<file path="src/rtl/ts0_pkg.sv">
package ts0_pkg;
  typedef struct packed {
    logic shiftEn;
    logic loadUser;
    logic loadIntlSync;
    logic loadIntlNon;
    logic alarmClear;
  } ts0Strobes_t;
endpackage

</file>
<file path="src/rtl/ts0_ctrl.sv">
module ts0_ctrl
  import ts0_pkg::*;
#(
  parameter int WORD_BITS = 8
) (
  input  logic        clk,
  input  logic        rstN,
  input  logic        tsZeroStrobe,
  input  logic        syncFrame,
  input  logic        inAlign,
  input  logic        crcMode,
  input  logic        mark13,
  input  logic        mark15,
  output ts0Strobes_t strobes
);
  localparam int IDX_W = $clog2(WORD_BITS);
  localparam logic [IDX_W-1:0] LAST_IDX = IDX_W'(WORD_BITS - 1);

  logic [IDX_W-1:0] bitIdx;
  logic wordDone, takeSync, takeNon;

  // Position inside timeslot zero; restarts whenever the strobe drops
  always_ff @(posedge clk or negedge rstN) begin
    if (!rstN) bitIdx <= '0;
    else if (!tsZeroStrobe) bitIdx <= '0;
    else if (bitIdx == LAST_IDX) bitIdx <= '0;
    else bitIdx <= bitIdx + 1'b1;
  end

  always_comb begin
    wordDone = tsZeroStrobe && (bitIdx == LAST_IDX);
    takeSync = wordDone && inAlign && syncFrame;
    takeNon  = wordDone && inAlign && !syncFrame;
    strobes.shiftEn      = tsZeroStrobe;
    strobes.loadUser     = takeNon;
    strobes.loadIntlSync = crcMode ? (takeNon && mark13) : takeSync;
    strobes.loadIntlNon  = crcMode ? (takeNon && mark15) : takeNon;
    strobes.alarmClear   = !inAlign;
  end

  // any load happens inside a strobe run that began earlier
  p_load_in_burst_r11: assert property (@(posedge clk) disable iff (!rstN)
    (strobes.loadUser || strobes.loadIntlSync || strobes.loadIntlNon)
      |-> (tsZeroStrobe && $past(tsZeroStrobe)));

  // in CRC-4 mode a sync word never loads an international bit
  p_crc_sync_quiet_r7: assert property (@(posedge clk) disable iff (!rstN)
    (crcMode && syncFrame) |-> !(strobes.loadIntlSync || strobes.loadIntlNon));
endmodule

</file>
<file path="src/rtl/ts0_datapath.sv">
module ts0_datapath
  import ts0_pkg::*;
#(
  parameter int WORD_BITS = 8,
  parameter int USER_LSB  = 2,
  parameter int PERSIST   = 2
) (
  input  logic                          clk,
  input  logic                          rstN,
  input  logic                          serialIn,
  input  ts0Strobes_t                   strobes,
  output logic [WORD_BITS-USER_LSB-1:0] userBits,
  output logic                          intlSync,
  output logic                          intlNonSync,
  output logic                          remoteAlarm
);
  localparam int USER_W = WORD_BITS - USER_LSB;
  localparam int CNT_W  = $clog2(PERSIST + 1);
  localparam logic [CNT_W-1:0] CNT_MAX = CNT_W'(PERSIST);

  logic [WORD_BITS-1:0] shiftReg;
  logic [WORD_BITS-1:0] word;
  logic [CNT_W-1:0]     persistCnt;
  logic                 alarmBit;

  // First received bit ends up in word[0]
  assign word     = {serialIn, shiftReg[WORD_BITS-1:1]};
  assign alarmBit = word[USER_LSB];

  always_ff @(posedge clk or negedge rstN) begin
    if (!rstN) shiftReg <= '0;
    else if (strobes.shiftEn) shiftReg <= word;
  end

  always_ff @(posedge clk or negedge rstN) begin
    if (!rstN) begin
      userBits    <= '0;
      intlSync    <= 1'b0;
      intlNonSync <= 1'b0;
    end else begin
      if (strobes.loadUser)     userBits    <= word[WORD_BITS-1:USER_LSB];
      if (strobes.loadIntlSync) intlSync    <= word[0];
      if (strobes.loadIntlNon)  intlNonSync <= word[0];
    end
  end

  // Remote alarm persistence filter
  always_ff @(posedge clk or negedge rstN) begin
    if (!rstN) begin
      persistCnt  <= '0;
      remoteAlarm <= 1'b0;
    end else if (strobes.alarmClear) begin
      persistCnt  <= '0;
      remoteAlarm <= 1'b0;
    end else if (strobes.loadUser) begin
      if (alarmBit) begin
        if (persistCnt < CNT_MAX) persistCnt <= persistCnt + 1'b1;
        remoteAlarm <= (persistCnt + 1'b1 >= CNT_MAX);
      end else begin
        persistCnt  <= '0;
        remoteAlarm <= 1'b0;
      end
    end
  end

  p_user_hold_r3: assert property (@(posedge clk) disable iff (!rstN)
    !strobes.loadUser |=> $stable(userBits));

  p_sync_hold_r4: assert property (@(posedge clk) disable iff (!rstN)
    !strobes.loadIntlSync |=> $stable(intlSync));

  p_alarm_drop_r10: assert property (@(posedge clk) disable iff (!rstN)
    strobes.alarmClear |=> !remoteAlarm);

  // a rising alarm always comes with a captured bit 3 of 1
  p_alarm_rise_r8: assert property (@(posedge clk) disable iff (!rstN)
    $rose(remoteAlarm) |-> userBits[0]);
endmodule

</file>
<file path="src/rtl/ts0_extract.sv">
module ts0_extract
  import ts0_pkg::*;
#(
  parameter int WORD_BITS = 8,
  parameter int USER_LSB  = 2,
  parameter int PERSIST   = 2,
  localparam int USER_W   = WORD_BITS - USER_LSB
) (
  input  logic              clk,
  input  logic              rstN,
  input  logic              serialIn,
  input  logic              tsZeroStrobe,
  input  logic              syncFrame,
  input  logic              inAlign,
  input  logic              crcMode,
  input  logic              mark13,
  input  logic              mark15,
  output logic [USER_W-1:0] userBits,
  output logic              intlSync,
  output logic              intlNonSync,
  output logic              remoteAlarm
);
  ts0Strobes_t strobes;

  ts0_ctrl #(.WORD_BITS(WORD_BITS)) i_ctrl (
    .clk(clk), .rstN(rstN), .tsZeroStrobe(tsZeroStrobe), .syncFrame(syncFrame),
    .inAlign(inAlign), .crcMode(crcMode), .mark13(mark13), .mark15(mark15),
    .strobes(strobes)
  );

  ts0_datapath #(.WORD_BITS(WORD_BITS), .USER_LSB(USER_LSB), .PERSIST(PERSIST)) i_dp (
    .clk(clk), .rstN(rstN), .serialIn(serialIn), .strobes(strobes),
    .userBits(userBits), .intlSync(intlSync), .intlNonSync(intlNonSync),
    .remoteAlarm(remoteAlarm)
  );
endmodule

</file>
<file path="config.mk">
export PLATFORM = sky130hd
export DESIGN_NAME = ts0_extract
export DESIGN_NICKNAME = d
export VERILOG_FILES = /design/src/rtl/ts0_pkg.sv /design/src/rtl/ts0_ctrl.sv /design/src/rtl/ts0_datapath.sv /design/src/rtl/ts0_extract.sv
export SDC_FILE = /design/constraint.sdc
export NUM_CORES = 1
export LEC_CHECK = 0
export BUFFER_PORTS_ARGS = -buffer_cell sky130_fd_sc_hd__buf_2
export CELL_PAD_IN_SITES_DETAIL_PLACEMENT = 1
export CELL_PAD_IN_SITES_GLOBAL_PLACEMENT = 1
export CORE_MARGIN = 1
export CORE_UTILIZATION = 45
export DETAILED_ROUTE_END_ITERATION = 8
export GPL_ROUTABILITY_DRIVEN = 0
export PLACE_DENSITY = 0.82
export SLEW_MARGIN = 15
export SYNTH_ARGS = -nofsm -noshare
export SYNTH_HDL_FRONTEND = slang
export SYNTH_SLANG_ARGS = --single-unit
</file>
<file path="constraint.sdc">
create_clock -name clk -period 2.6 [get_ports clk]
set_clock_uncertainty 0.15 [all_clocks]
set_input_delay 0.52 -clock clk [delete_from_list [all_inputs] [get_ports clk]]
set_output_delay 0.52 -clock clk [all_outputs]
set_load 0.02 [all_outputs]
</file>
==> After elaboration in Yosys (flattened, before gate mapping) <==
Cells that the tools add are included.
{ "classes": {"n_eq_ne": 3, "n_lt_le_gt_ge": 2, "reduce_logical": 8, "add_sub_neg": 2, "muxes": 11} }
{ "ops": {"columns": ["op", "n"], "rows": [
  ["2-bit 2-to-1 mux", 4],
  ["1-bit logical AND", 6],
  ["3-bit 2-to-1 mux", 2],
  ["1-bit 2-to-1 mux", 5],
  ["3-bit by 1-bit adder with 3-bit output (second input constant)", 1],
  ["3-bit equality test (second input constant)", 1],
  ["3-bit != test (second input constant)", 1],
  ["2-bit by 1-bit adder with 2-bit output (second input constant)", 1],
  ["2-bit >= comparator (second input constant)", 1],
  ["2-bit < comparator (second input constant)", 1],
  ["2-bit by 1-bit != test with 1-bit output (second input constant)", 1],
  ["2-bit AND reduction", 1],
  ["1-bit logical NOT", 1]
]} }
{ "totals": {"reg_bits": 22, "input_bits": 9, "out_inout_bits": 9, "elab_cells": 33} }

==> Logic depth before layout (Yosys ltp) <==
{ "depth": {"ltp_word": 6, "ltp_mapped": 6} }

==> Modules after synthesis <==
Synthesis repeated with hierarchy kept, for this count alone.
{ "unflattened": {"hier_cells": 64, "hier_area_um2": 914.6} }
{ "by_module_without_submodules": {"columns": ["mod", "instances", "area_per_inst_um2", "seq_area_each_um2", "cells_per_inst"], "rows": [
  ["ts0_datapath", 1, 721.9, 450.4, 46],
  ["ts0_ctrl", 1, 192.7, 75.1, 18]
]} }

==> Worst setup path before layout <==
Ideal clock, no wire load.
{ "synth_path": {"path_type": "register to register", "start": "register i_ctrl.bitIdx[0]", "end": "register i_dp.userBits[0]", "stages_incl_launch_ff": 6, "arrival_ns": 1.361, "synth_period_minus_slack_ns": 1.636, "setup_ns": 0.125, "path_buffers": 1, "path_slack_ns": 0.964, "cell_sequence": "dfrtp_1 > ha_1 > ha_1 > nand4b_1 > buf_6 > mux2_4"} }
{ "synth_via": {"elab_chain_len": 4} }
{ "synth_rtl": {"columns": ["item", "line", "text"], "rows": [
  ["from (decl)", "ts0_ctrl.sv:19", "logic [IDX_W-1:0] bitIdx;"],
  ["from (signal assigned)", "ts0_ctrl.sv:27", "else bitIdx <= bitIdx + 1'b1;"],
  ["3-bit equality test", "ts0_ctrl.sv:31", "wordDone = tsZeroStrobe && (bitIdx == LAST_IDX);"],
  ["1-bit logical AND", "ts0_ctrl.sv:31", null],
  ["1-bit logical AND (2 in a row)", "ts0_ctrl.sv:33", "takeNon = wordDone && inAlign && !syncFrame;"],
  ["to (signal assigned)", "ts0_datapath.sv:41", "if (strobes.loadUser) userBits <= word[WORD_BITS-1:USER_LSB];"],
  ["to (decl)", "ts0_datapath.sv:12", "output logic [WORD_BITS-USER_LSB-1:0] userBits,"]
]} }
Every way passes these cells.
A chain may end at the register's enable or synchronous reset.

==> Worst setup path after layout <==
{ "layout_path": {"start": "register i_ctrl.bitIdx[0]", "end": "register i_dp.userBits[1]"} }
The elaborated chain is that of the path after synthesis.

==> out/metrics.cfg <==
[sta]
final.setup.tns_ns=0
slew_violations=0
tightest_slew_ns=0.471
hold_violations=0
min_period_ns=1.81
setup_viol_count_final=0
fmax_mhz=553
whs_ns=0.00864
maxSlewHeadroom_pct=68.6
rsz0062_at_grt=no
fin_crit_sh_pct=69.6

[finish]
layout_common_cells=dfrtp_1, buf_2, mux2_2, mux2_4
n_antenna_cell=0
fin_nets=95
fillers=200
drive_gt1_share_pct=43.4
utilization_pct=57.2
syn_to_final_growth_pct=15.1
seq_area_um2=526
multi_input_area_um2=343
final_common_cell=dfrtp_1

[logic_synthesis]
synth-xor-area-share_pct=0.978
yosysWarnings=0
yosys-top-cells-area=dfrtp_1, mux2_2, mux2_4
synth_top_family_by_area=multiplexers
synth.top_cell.area_share_pct=58.7
synth_compound_area_share_pct=7.68
synth_area_per_cell_um2=14.2
synthMuxAreaShare_pct=20.1
synth_fa_ha_area_share_pct=2.79
netlist_instances=63
ys_seq_area_share_pct=58.7
synth_seq_cells=21
synth_nets=74
yosysTopAreaCell=dfrtp_1
synth-simple-area-share_pct=6.70
ys_types=23
synthesis.area_um2=896

[power]
peakVddDrop_mv=0.315
p_total_w=0.000609
power_density_mw_per_mm2=591
p_leak_nw=0.551

[route]
dr.pass1.iters=3
first_iter_violations=3
viasPerCell=5.29
routed_wl_um=1700
post_drt_wl_per_cell_um=15.7
drc_errors=0
vias=571
ant_nets=0

[run_status]
status=finished clean

[critical_path]
crit_start=i_ctrl.bitIdx[0]$_DFF_PN0_
critPathRequiredTime_ns=2.64
reg2reg_from=i_ctrl.bitIdx[0]$_DFF_PN0_
crit_arrival_ns=1.85
cp_max_fo=10
cp-start-kind=flop
worstSetupEndpointType=flop
worstSetupPathType=reg2reg

[floorplan]
rows=15
die_h_um=46.6
core_mm2=0.00180
die_x_um=46.6
ios=18
die-area_mm2=0.00217
start_util_pct=49.7

[global_route]
grt_pass1_vias=618
track_usage_pct=19.7
grt_pass1_wl_um=2860
grt_max_degree=22
antenna_found_initial=0
grt-ovfl-total=0

[clock_network]
numClockSinks=21
htreeDepth=1
cts-resized-gates=0
cts_setup_buffers=0
cts_tree=done
root_buffer=clkbuf_4
ctsHoldBuffers=0
insertion_delay_ns=0.30
clockBufferDepth=2
numCtsBuffers=3
path_clk_slew_ns=0.11

[placed_design]
hpwl_um=1280
port_buffers=17

[hold_path]
hp-class=in2async

[run]
maxCapViolCount=0

## state kept, by name, summed over array words and instances, names as in the netlist
name	flops
i_dp.intlNonSync	1
i_ctrl.bitIdx	3
i_dp.remoteAlarm	1
i_dp.userBits	6
i_dp.intlSync	1
i_dp.persistCnt	2
i_dp.shiftReg	7
## cells in the mapped netlist
library cell	count
a41oi_1	1
ha_1	2
nand3_1	2
a32o_1	1
buf_2	1
and2_1	1
and3b_1	1
o31ai_1	1
a21o_1	1
inv_1	3
a21oi_1	2
nor2_1	2
nand4b_1	1
o2bb2a_1	1
buf_6	1
o21ai_0	1
dfrtp_1	21
o211a_1	1
nor3b_1	1
mux2_4	6
xnor2_1	1
nand2_1	3
mux2_2	8
## critical path, cell delays in order (launching register included)
cell and delay, ns:
dfrtp_1 0.41, ha_1 0.21, ha_1 0.25, nand4b_1 0.16
buf_4 0.22, mux2_4 0.32
## per-stage QoR
step / setup slack (ns) / area (um2) / cells
after floorplan: 0.964 / 896 / 63
after global placement: 0.855 / 1000 / 104
after detailed placement: 0.809 / 1000 / 104
after CTS: 0.790 / 1030 / 108
after global routing: 0.726 / 1030 / 108
final: 0.791 / 1030 / 108
## cell families after synthesis
group           Yosys count
mux                      14
xor+xnor                  1
flops                    21
compound gates            9
buf+inv                   5
fa+ha+maj                 2
simple gates             11
## report_power, final
group,internal [W],switching [W]
logic,0.0000371,0.0000324
registers,0.000359,0.0000275
clock network,0.0000573,0.0000951
## area by class of cell
| class | instances | area share [%] |
|---|---|---|
| sequential | 21 | 51.0 |
| multi-input combinational | 37 | 33.3 |
| timing repair buffer | 18 | 8.98 |
| tap | 25 | 3.03 |
| clock buffer | 3 | 2.18 |
| inverter | 3 | 1.09 |
| clock inverter | 1 | 0.485 |
## path summary, 6_finish.rpt
check / end / slack (ns) / depth (start not counted)
min reg2reg: i_ctrl.bitIdx[0]$_DFF_PN0_ / 0.31 / 1
min: i_dp.intlSync$_DFFE_PN0P_ / 0.009 / 1
max in group asynchronous: i_ctrl.bitIdx[2]$_DFF_PN0_ / 1.97 / 1
max reg2reg: i_dp.userBits[1]$_DFFE_PN0P_ / 0.79 / 5
min in group clk: i_ctrl.bitIdx[0]$_DFF_PN0_ / 0.31 / 1
max: i_dp.userBits[1]$_DFFE_PN0P_ / 0.79 / 5
## routing by layer
layer,up-vias,part of all wire [%],GRT usage [%]
met5,-,0,0
met4,0,3.7,12.0
met3,8,3.8,3.92
met2,18,51,33.1
met1,279,42,22.8
li1,266,-,-
(Power assumes the default switching activity.)
